$ cat src/rtl/tmr_irq_pkg.sv
// Package: shared constants and register addresses for the timer interrupt channel.
// Assumes: source index 0 = capture, 1 = compare, 2 = overflow.
package tmr_irq_pkg;
    localparam int NSRC = 3;
    localparam int AW   = 3;
    localparam int DW   = 8;
    localparam int PW   = 3;

    typedef enum logic [AW-1:0] {
        A_STAT   = 3'd0,
        A_CTRL   = 3'd1,
        A_CHAN   = 3'd2,
        A_CAP_LO = 3'd3,
        A_CMP_LO = 3'd4,
        A_CNT_LO = 3'd5
    } reg_addr_e;

    localparam logic [AW-1:0] LO_BASE = A_CAP_LO;
endpackage

$ cat src/rtl/tmr_irq_flags.sv
// Module: per-source event flags with the two-step (status read, then low read) clear.
// Assumes: low registers sit at consecutive addresses from LO_BASE in source order;
// any access other than the status read cancels the pending clear.
module tmr_irq_flags #(
    parameter int NSRC = 3,
    parameter int AW   = 3,
    parameter logic [AW-1:0] STAT_ADDR = '0,
    parameter logic [AW-1:0] LO_BASE   = 3
) (
    input  logic            clk,
    input  logic            rst_n,
    input  logic [NSRC-1:0] evt,
    input  logic            acc_en,
    input  logic            acc_wr,
    input  logic [AW-1:0]   acc_addr,
    output logic [NSRC-1:0] flags
);
    logic rd_stat;

    // Decode a status read.
    always_comb rd_stat = acc_en && !acc_wr && (acc_addr == STAT_ADDR);

    for (genvar i = 0; i < NSRC; i++) begin : g_src
        logic armed;
        logic low_rd;
        logic clr;

        // Decode the read of this source's low register and the resulting clear.
        always_comb begin
            low_rd = acc_en && !acc_wr && (acc_addr == AW'(LO_BASE + AW'(i)));
            clr    = low_rd && armed;
        end

        // Arm on a status read that saw the flag set; any other access disarms.
        always_ff @(posedge clk) begin
            if (!rst_n)       armed <= 1'b0;
            else if (rd_stat) armed <= flags[i];
            else if (acc_en)  armed <= 1'b0;
        end

        // Flag register: an event wins over a clear in the same cycle.
        always_ff @(posedge clk) begin
            if (!rst_n) flags[i] <= 1'b0;
            else        flags[i] <= evt[i] | (flags[i] & ~clr);
        end
    end
endmodule

$ cat src/rtl/tmr_irq_edge.sv
// Module: edge detector and pending latch of the interrupt channel.
// Assumes: the line is sampled once per clock; a detected edge wins over a software clear.
module tmr_irq_edge (
    input  logic clk,
    input  logic rst_n,
    input  logic line,
    input  logic edge_fall,
    input  logic pend_clr,
    output logic pend
);
    logic line_q;
    logic trig;

    // Keep a one-cycle delayed copy of the line.
    always_ff @(posedge clk) begin
        if (!rst_n) line_q <= 1'b0;
        else        line_q <= line;
    end

    // Select the active transition.
    always_comb trig = edge_fall ? (line_q & ~line) : (line & ~line_q);

    // Pending latch: set on the active transition, cleared by software.
    always_ff @(posedge clk) begin
        if (!rst_n)        pend <= 1'b0;
        else if (trig)     pend <= 1'b1;
        else if (pend_clr) pend <= 1'b0;
    end
endmodule

$ cat src/rtl/tmr_irq_channel.sv
// Module: top of the shared-source timer interrupt channel. Holds the control and
// channel registers and the read mux, and ties flags, routing and the edge channel together.
// Assumes: single-cycle register accesses; read data is combinational from acc_addr.
module tmr_irq_channel
    import tmr_irq_pkg::*;
(
    input  logic          clk,
    input  logic          rst_n,
    input  logic          evt_cap,
    input  logic          evt_cmp,
    input  logic          evt_ovf,
    input  logic [DW-1:0] cap_lo,
    input  logic [DW-1:0] cmp_lo,
    input  logic [DW-1:0] cnt_lo,
    input  logic          acc_en,
    input  logic          acc_wr,
    input  logic [AW-1:0] acc_addr,
    input  logic [DW-1:0] acc_wdata,
    output logic [DW-1:0] acc_rdata,
    output logic          irq_req,
    output logic [PW-1:0] irq_prio
);
    logic [NSRC-1:0] flags;
    logic [NSRC-1:0] src_en;
    logic            route;
    logic            edge_fall;
    logic            mask;
    logic [PW-1:0]   prio;
    logic            pend;
    logic            irq_line;
    logic            chan_wr;
    logic            ctrl_wr;
    logic            pend_clr;

    tmr_irq_flags #(
        .NSRC(NSRC), .AW(AW), .STAT_ADDR(A_STAT), .LO_BASE(LO_BASE)
    ) u_flags (
        .clk(clk), .rst_n(rst_n),
        .evt({evt_ovf, evt_cmp, evt_cap}),
        .acc_en(acc_en), .acc_wr(acc_wr), .acc_addr(acc_addr),
        .flags(flags)
    );

    // Decode register writes.
    always_comb begin
        ctrl_wr  = acc_en && acc_wr && (acc_addr == A_CTRL);
        chan_wr  = acc_en && acc_wr && (acc_addr == A_CHAN);
        pend_clr = chan_wr && !acc_wdata[1];
    end

    // Control register: source enables and routing bit.
    always_ff @(posedge clk) begin
        if (!rst_n) begin
            src_en <= '0;
            route  <= 1'b0;
        end else if (ctrl_wr) begin
            src_en <= acc_wdata[NSRC-1:0];
            route  <= acc_wdata[NSRC];
        end
    end

    // Channel register: edge select, mask and priority.
    always_ff @(posedge clk) begin
        if (!rst_n) begin
            edge_fall <= 1'b0;
            mask      <= 1'b0;
            prio      <= '0;
        end else if (chan_wr) begin
            edge_fall <= acc_wdata[0];
            mask      <= acc_wdata[2];
            prio      <= acc_wdata[3 +: PW];
        end
    end

    // Shared line: enabled flags ORed, then gated by routing.
    always_comb irq_line = route & (|(flags & src_en));

    tmr_irq_edge u_edge (
        .clk(clk), .rst_n(rst_n),
        .line(irq_line), .edge_fall(edge_fall),
        .pend_clr(pend_clr), .pend(pend)
    );

    // Request outputs.
    always_comb begin
        irq_req  = pend & mask;
        irq_prio = prio;
    end

    // Read mux.
    always_comb begin
        acc_rdata = '0;
        case (acc_addr)
            A_STAT:   acc_rdata = DW'(flags);
            A_CTRL:   acc_rdata = DW'({route, src_en});
            A_CHAN:   acc_rdata = DW'({prio, mask, pend, edge_fall});
            A_CAP_LO: acc_rdata = cap_lo;
            A_CMP_LO: acc_rdata = cmp_lo;
            A_CNT_LO: acc_rdata = cnt_lo;
            default:  acc_rdata = '0;
        endcase
    end
endmodule

$ cat config.mk
export PLATFORM = sky130hd
export DESIGN_NAME = tmr_irq_channel
export DESIGN_NICKNAME = d
export VERILOG_FILES = /design/src/rtl/tmr_irq_pkg.sv /design/src/rtl/tmr_irq_flags.sv /design/src/rtl/tmr_irq_edge.sv /design/src/rtl/tmr_irq_channel.sv
export SDC_FILE = /design/constraint.sdc
export NUM_CORES = 1
export LEC_CHECK = 0
export BUFFER_PORTS_ARGS = -buffer_cell sky130_fd_sc_hd__buf_2
export CORE_ASPECT_RATIO = 1.5
export CORE_MARGIN = 5
export CORE_UTILIZATION = 49
export CTS_BUF_LIST = sky130_fd_sc_hd__clkbuf_16
export CTS_CLUSTER_SIZE = 40
export DETAILED_ROUTE_END_ITERATION = 10
export PLACE_DENSITY = 0.86
export SLEW_MARGIN = 10
export SYNTH_ARGS = -nofsm -noshare
export SYNTH_HDL_FRONTEND = slang
export SYNTH_SLANG_ARGS = --single-unit
$ cat constraint.sdc
create_clock -name clk -period 1.9 [get_ports clk]
set_input_delay 0.38 -clock clk [delete_from_list [all_inputs] [get_ports clk]]
set_output_delay 0.38 -clock clk [all_outputs]
set_load 0.01 [all_outputs]
# Word level (Yosys, flattened, before mapping)
# Cells that the tools add are included.
# word_totals
in_bits,42
reg_bits,17
output_inout_bits,12
# classes
n_mux,8
eq_ne,5
n_bitwise,16
n_reduce_logical,18
# op_table
cell,count
$pmux 8 s6,1
$logic_and 1x1->1,12
$and 1x1->1,7
$mux 1,7
$eq 3x2->1 const B,2
$eq 3x3->1 const B,2
$not 1->1,5
$reduce_bool 2->1,2
$and 3x3->3,1
$eq 3x1->1 const B,1
$logic_not 3->1,1
$or 1x1->1,3
$reduce_or 3->1,1
$logic_not 1->1,2

# Longest topological paths before layout
# depth
depth_word,7
mapped_depth,5
ltp_nobuf,3

# Hierarchy
# A second synthesis with hierarchy kept.
# hier_totals
hier_cells,114
hier_area_um2,1088.5
# by_module_without_submodules
mod,n_inst,cells_each,seq_area_each_um2,area_each_um2
tmr_irq_channel,1,83,180.2,738.2
tmr_irq_flags,1,24,120.1,271.5
tmr_irq_edge,1,7,40.0,78.8

# Worst setup path after synthesis
# Ideal clock, no wire load.
# synth_timing
kind,input to output
startpoint,input acc_addr[2]
endpoint,output acc_rdata[1]
setup_slack_ns,0.361
arrival_time_ns,1.159
stages,4
path_cell_list,buf_6 > nor2b_4 > a22o_1 > a211o_1
# synth_via
elab_chain_len,2
elab_cells_between_ends,7
cone_classes,eq/ne: 5; mux: 1; reduce/logical: 1
# synth_rtl
element,line_no,rtl
start: declaration,tmr_irq_channel.sv:17,"input logic [AW-1:0] acc_addr,"
"$eq 3x3->1, or another cell as far along",tmr_irq_channel.sv:93,case (acc_addr)
$pmux 8 s6 *,tmr_irq_channel.sv:93,
end: declaration,tmr_irq_channel.sv:19,"output logic [DW-1:0] acc_rdata,"
# Mark *: on every way between the ends. The rest lies on a longest branch, timed or not.

# Worst setup path in the final report
# layout_timing
startpoint,input acc_addr[1]
endpoint,output acc_rdata[1]
# The elaborated chain is that of the path after synthesis.

==> results.txt <==
Proportion of layout cells with a drive suffix above 1: 36.31%
RR Endpoint: u_edge.pend
Fin crit share: 95.27%
Clock root cell: clkbuf_16
Met2 Use GR: 38.73%
Grt peak-use layer: met2
Yosys top cell area share: 31.01%
Post-Place Cells: 198
Post-synthesis register bit count: 17
CTS Buffer Depth: 2
Post_cts resized: 0
CP Max Fanout: 14
Ports: 54
Switching Power: 0.0002317 W
Fmax: 552.5 MHz
Hold_buf cts: 0
Initial core utilization: 50.32%
Synth top area cells: dfxtp_1, a21oi_1, mux2i_1
DR WL/cell: 16.24 um
Setup Buffers After CTS: 0
Critical Path RT: 1.52 ns
Leak Pwr: 0.6363 nW
Crit Path Class: input pin to primary output
Worst Slack Setup Final: 0.08989 ns
Filler cell count in the final layout: 181
Largest net degree at the start of global routing: 15
Clk_skew: 0.002565 ns
Switch share: 24.14%
Layout area overhead: 30.10%
Critical path's largest stage delay: 0.29 ns
Commonest non-fill, non-tap cell in the layout: buf_2
CP arrival: 1.43 ns
Drt first pass iters: 4
Area leader, netlist: dfxtp_1
Critical Path Source: acc_addr[1]
Drt via density: 5.970
VDD IR max: 0.0006072 V
Clock Latency Late Sink: 0.25 ns
Worst-path clk slew: 0.05 ns
Pwr/cell area: 672.2 nW/um2
DP Wirelength: 2593 um
Post-Place Setup Slack: 0.09548 ns
Hold Path End: u_flags.flags[1]
Crit path launch type: input pin
Yosys warns: 0
# diodes: 0
Post-synthesis cell count: 128
Setup TNS: 0 ns
Reg2reg start: u_flags.flags[1]
Gr ovfl total: 0
Slew headroom: 69.30%
Synthesized net count: 170
Worst Hold Class: input pin to flop
Die X: 48.64 um
CTS tree: yes
Slowest stage cell, crit path: a211o_1
Slew Limit Fails: 0
Slew @ Worst Pin: 0.4606 ns
Via count: 1206
R2R depth: 3
Worst Hold Launch: evt_cmp
Most frequent cells in the layout: buf_2, dfxtp_1, a21oi_1, nand3_1, o21ai_0
Post-synthesis cell area: 1097 um2
Initial drt markers: 51
Die height: 67.96 um
# DRC: 0
Crit end category: primary output
Status: complete, no violations
Critical-path cell list: buf_2, nor2b_4, a22o_1, a211o_1, buf_2
Fin nets: 222
Vias in the first global route: 1208
Final hold violations: 0
CTS HTree Levels: 1
Final min period: 1.810 ns
R2r setup slk: 0.69 ns
Average cell area after synthesis: 8.573 um2
Hold Crit Depth: 2
First-pass GRT wire length: 5430 um
Antenna violations before repair: 0
Int Power: 0.0007280 W
Area of the die: 3305 um2
Sequential share of the synthesized area: 31.01%
Core Footprint: 2181 um2
Antenna violation net count after detailed routing: 0
Synth cell types: 40
Global-route track usage on met3: 6.536%
Final setup fails: 0
Clock network power share: 43.0%
Clock sinks: 17
Total CTS buffers: 3
CP most frequent cell: buf_2
Met1 usage: 20.48%
Post-Route WL: 3280 um
Core Rows: 21
RSZ-0062 raised after global routing: no
MaxCap Viol Count: 0
RePlAce Congestion: 0.8395
IO Port Bufs: 51
Fin cells: 202
Tot GR Track Use: 20.73%
Sequential share of power: 38.8%
Combinational power share: 18.2%
-- critical path, delay by kind of cell --
kind	cells	cell delay [ns]
buffers and inverters	2	0.42
AO/OA/AOI/OAI	2	0.53
AND/OR/NAND/NOR	1	0.10
-- sequential cells by signal, summed over array words and instances (netlist names) --
| register | count |
|---|---|
| src_en | 3 |
| u_flags.flags | 3 |
| u_edge.pend | 1 |
| route | 1 |
| u_edge.line_q | 1 |
| irq_prio | 3 |
| edge_fall | 1 |
| u_flags.g_src.armed | 3 |
| mask | 1 |
-- worst max path at each step --
stage	to
6_report	acc_rdata[1]
5_1_grt	acc_rdata[1]
3_3_place_gp	acc_rdata[1]
3_5_place_dp	acc_rdata[1]
4_1_cts	acc_rdata[1]
2_1_floorplan	acc_rdata[1]
-- cells by family (layout without fill, tap and decap cells) --
family | count (synthesis) | count (layout) | share of synthesized area, %
AOI/OAI and AO/OA | 48 | 48 | 27.94
and+or+nand+nor | 40 | 40 | 24.63
DFF | 17 | 17 | 31.02
buffers and inverters | 14 | 65 | 7.753
muxes | 9 | 9 | 8.666
-- power groups by stage --
stage          clock, W  combinational (W)  sequential [W]
4_1_cts        0.000416           0.000175        0.000372
5_1_grt        0.000430           0.000191        0.000372
6_report       0.000413           0.000175        0.000372
3_3_place_gp          0           0.000167        0.000379
3_5_place_dp          0           0.000172        0.000379
2_1_floorplan         0           0.000102        0.000377
-- cell usage after synthesis --
master and count:
a211o_1 1, a21oi_1 13, a221oi_1 2, a222oi_1 1
a22o_1 1, a22oi_1 3, a31oi_1 1, a32oi_1 2
a41oi_1 3, and2_1 1, and2b_1 1, and3b_1 2
buf_2 2, buf_4 2, buf_6 3, clkbuf_1 1
dfxtp_1 17, inv_1 6, mux2_1 2, mux2_2 2
mux2i_1 5, nand2_1 3, nand2b_1 6, nand3_1 10
nand3b_1 4, nor2_1 3, nor2b_1 1, nor2b_2 1
nor2b_4 2, nor3_1 2, nor4b_4 1, o211ai_1 2
o21a_1 3, o21ai_0 9, o21ai_1 5, o221ai_1 1
o31ai_1 1, or2_2 1, or3b_1 1, or4_1 1
-- final cells by class --
type | count | area, um2 | share of cell area [%]
multi-input cells | 97 | 671.9 | 47.06
flip-flops and latches | 17 | 340.3 | 23.84
repair buffers | 55 | 285.3 | 19.98
clock buffers | 3 | 75.07 | 5.259
well taps | 23 | 28.78 | 2.016
inverters | 6 | 22.52 | 1.578
clock inverters | 1 | 3.754 | 0.2629
-- layer usage --
| metal | wire [um] | up-vias |
|---|---|---|
| met5 | 0 | - |
| met4 | 70 | 0 |
| met3 | 316 | 9 |
| met2 | 1732 | 63 |
| met1 | 1161 | 550 |
| li1 | - | 584 |
-- stage by stage --
step	power [W]	area [um2]	hold WS (ns)	utilization (%)
6_report	0.0009597	1428	0.3392	65.46
5_1_grt	0.0009938	1428	0.3487	65.46
4_1_cts	0.0009625	1428	0.3423	65.46
3_5_place_dp	0.0005511	1349	0.4663	61.85
3_3_place_gp	0.0005457	1349	0.4633	61.85
2_1_floorplan	0.0004783	1097	0.4493	-
No activity file was read; power rests on OpenSTA's default activity.
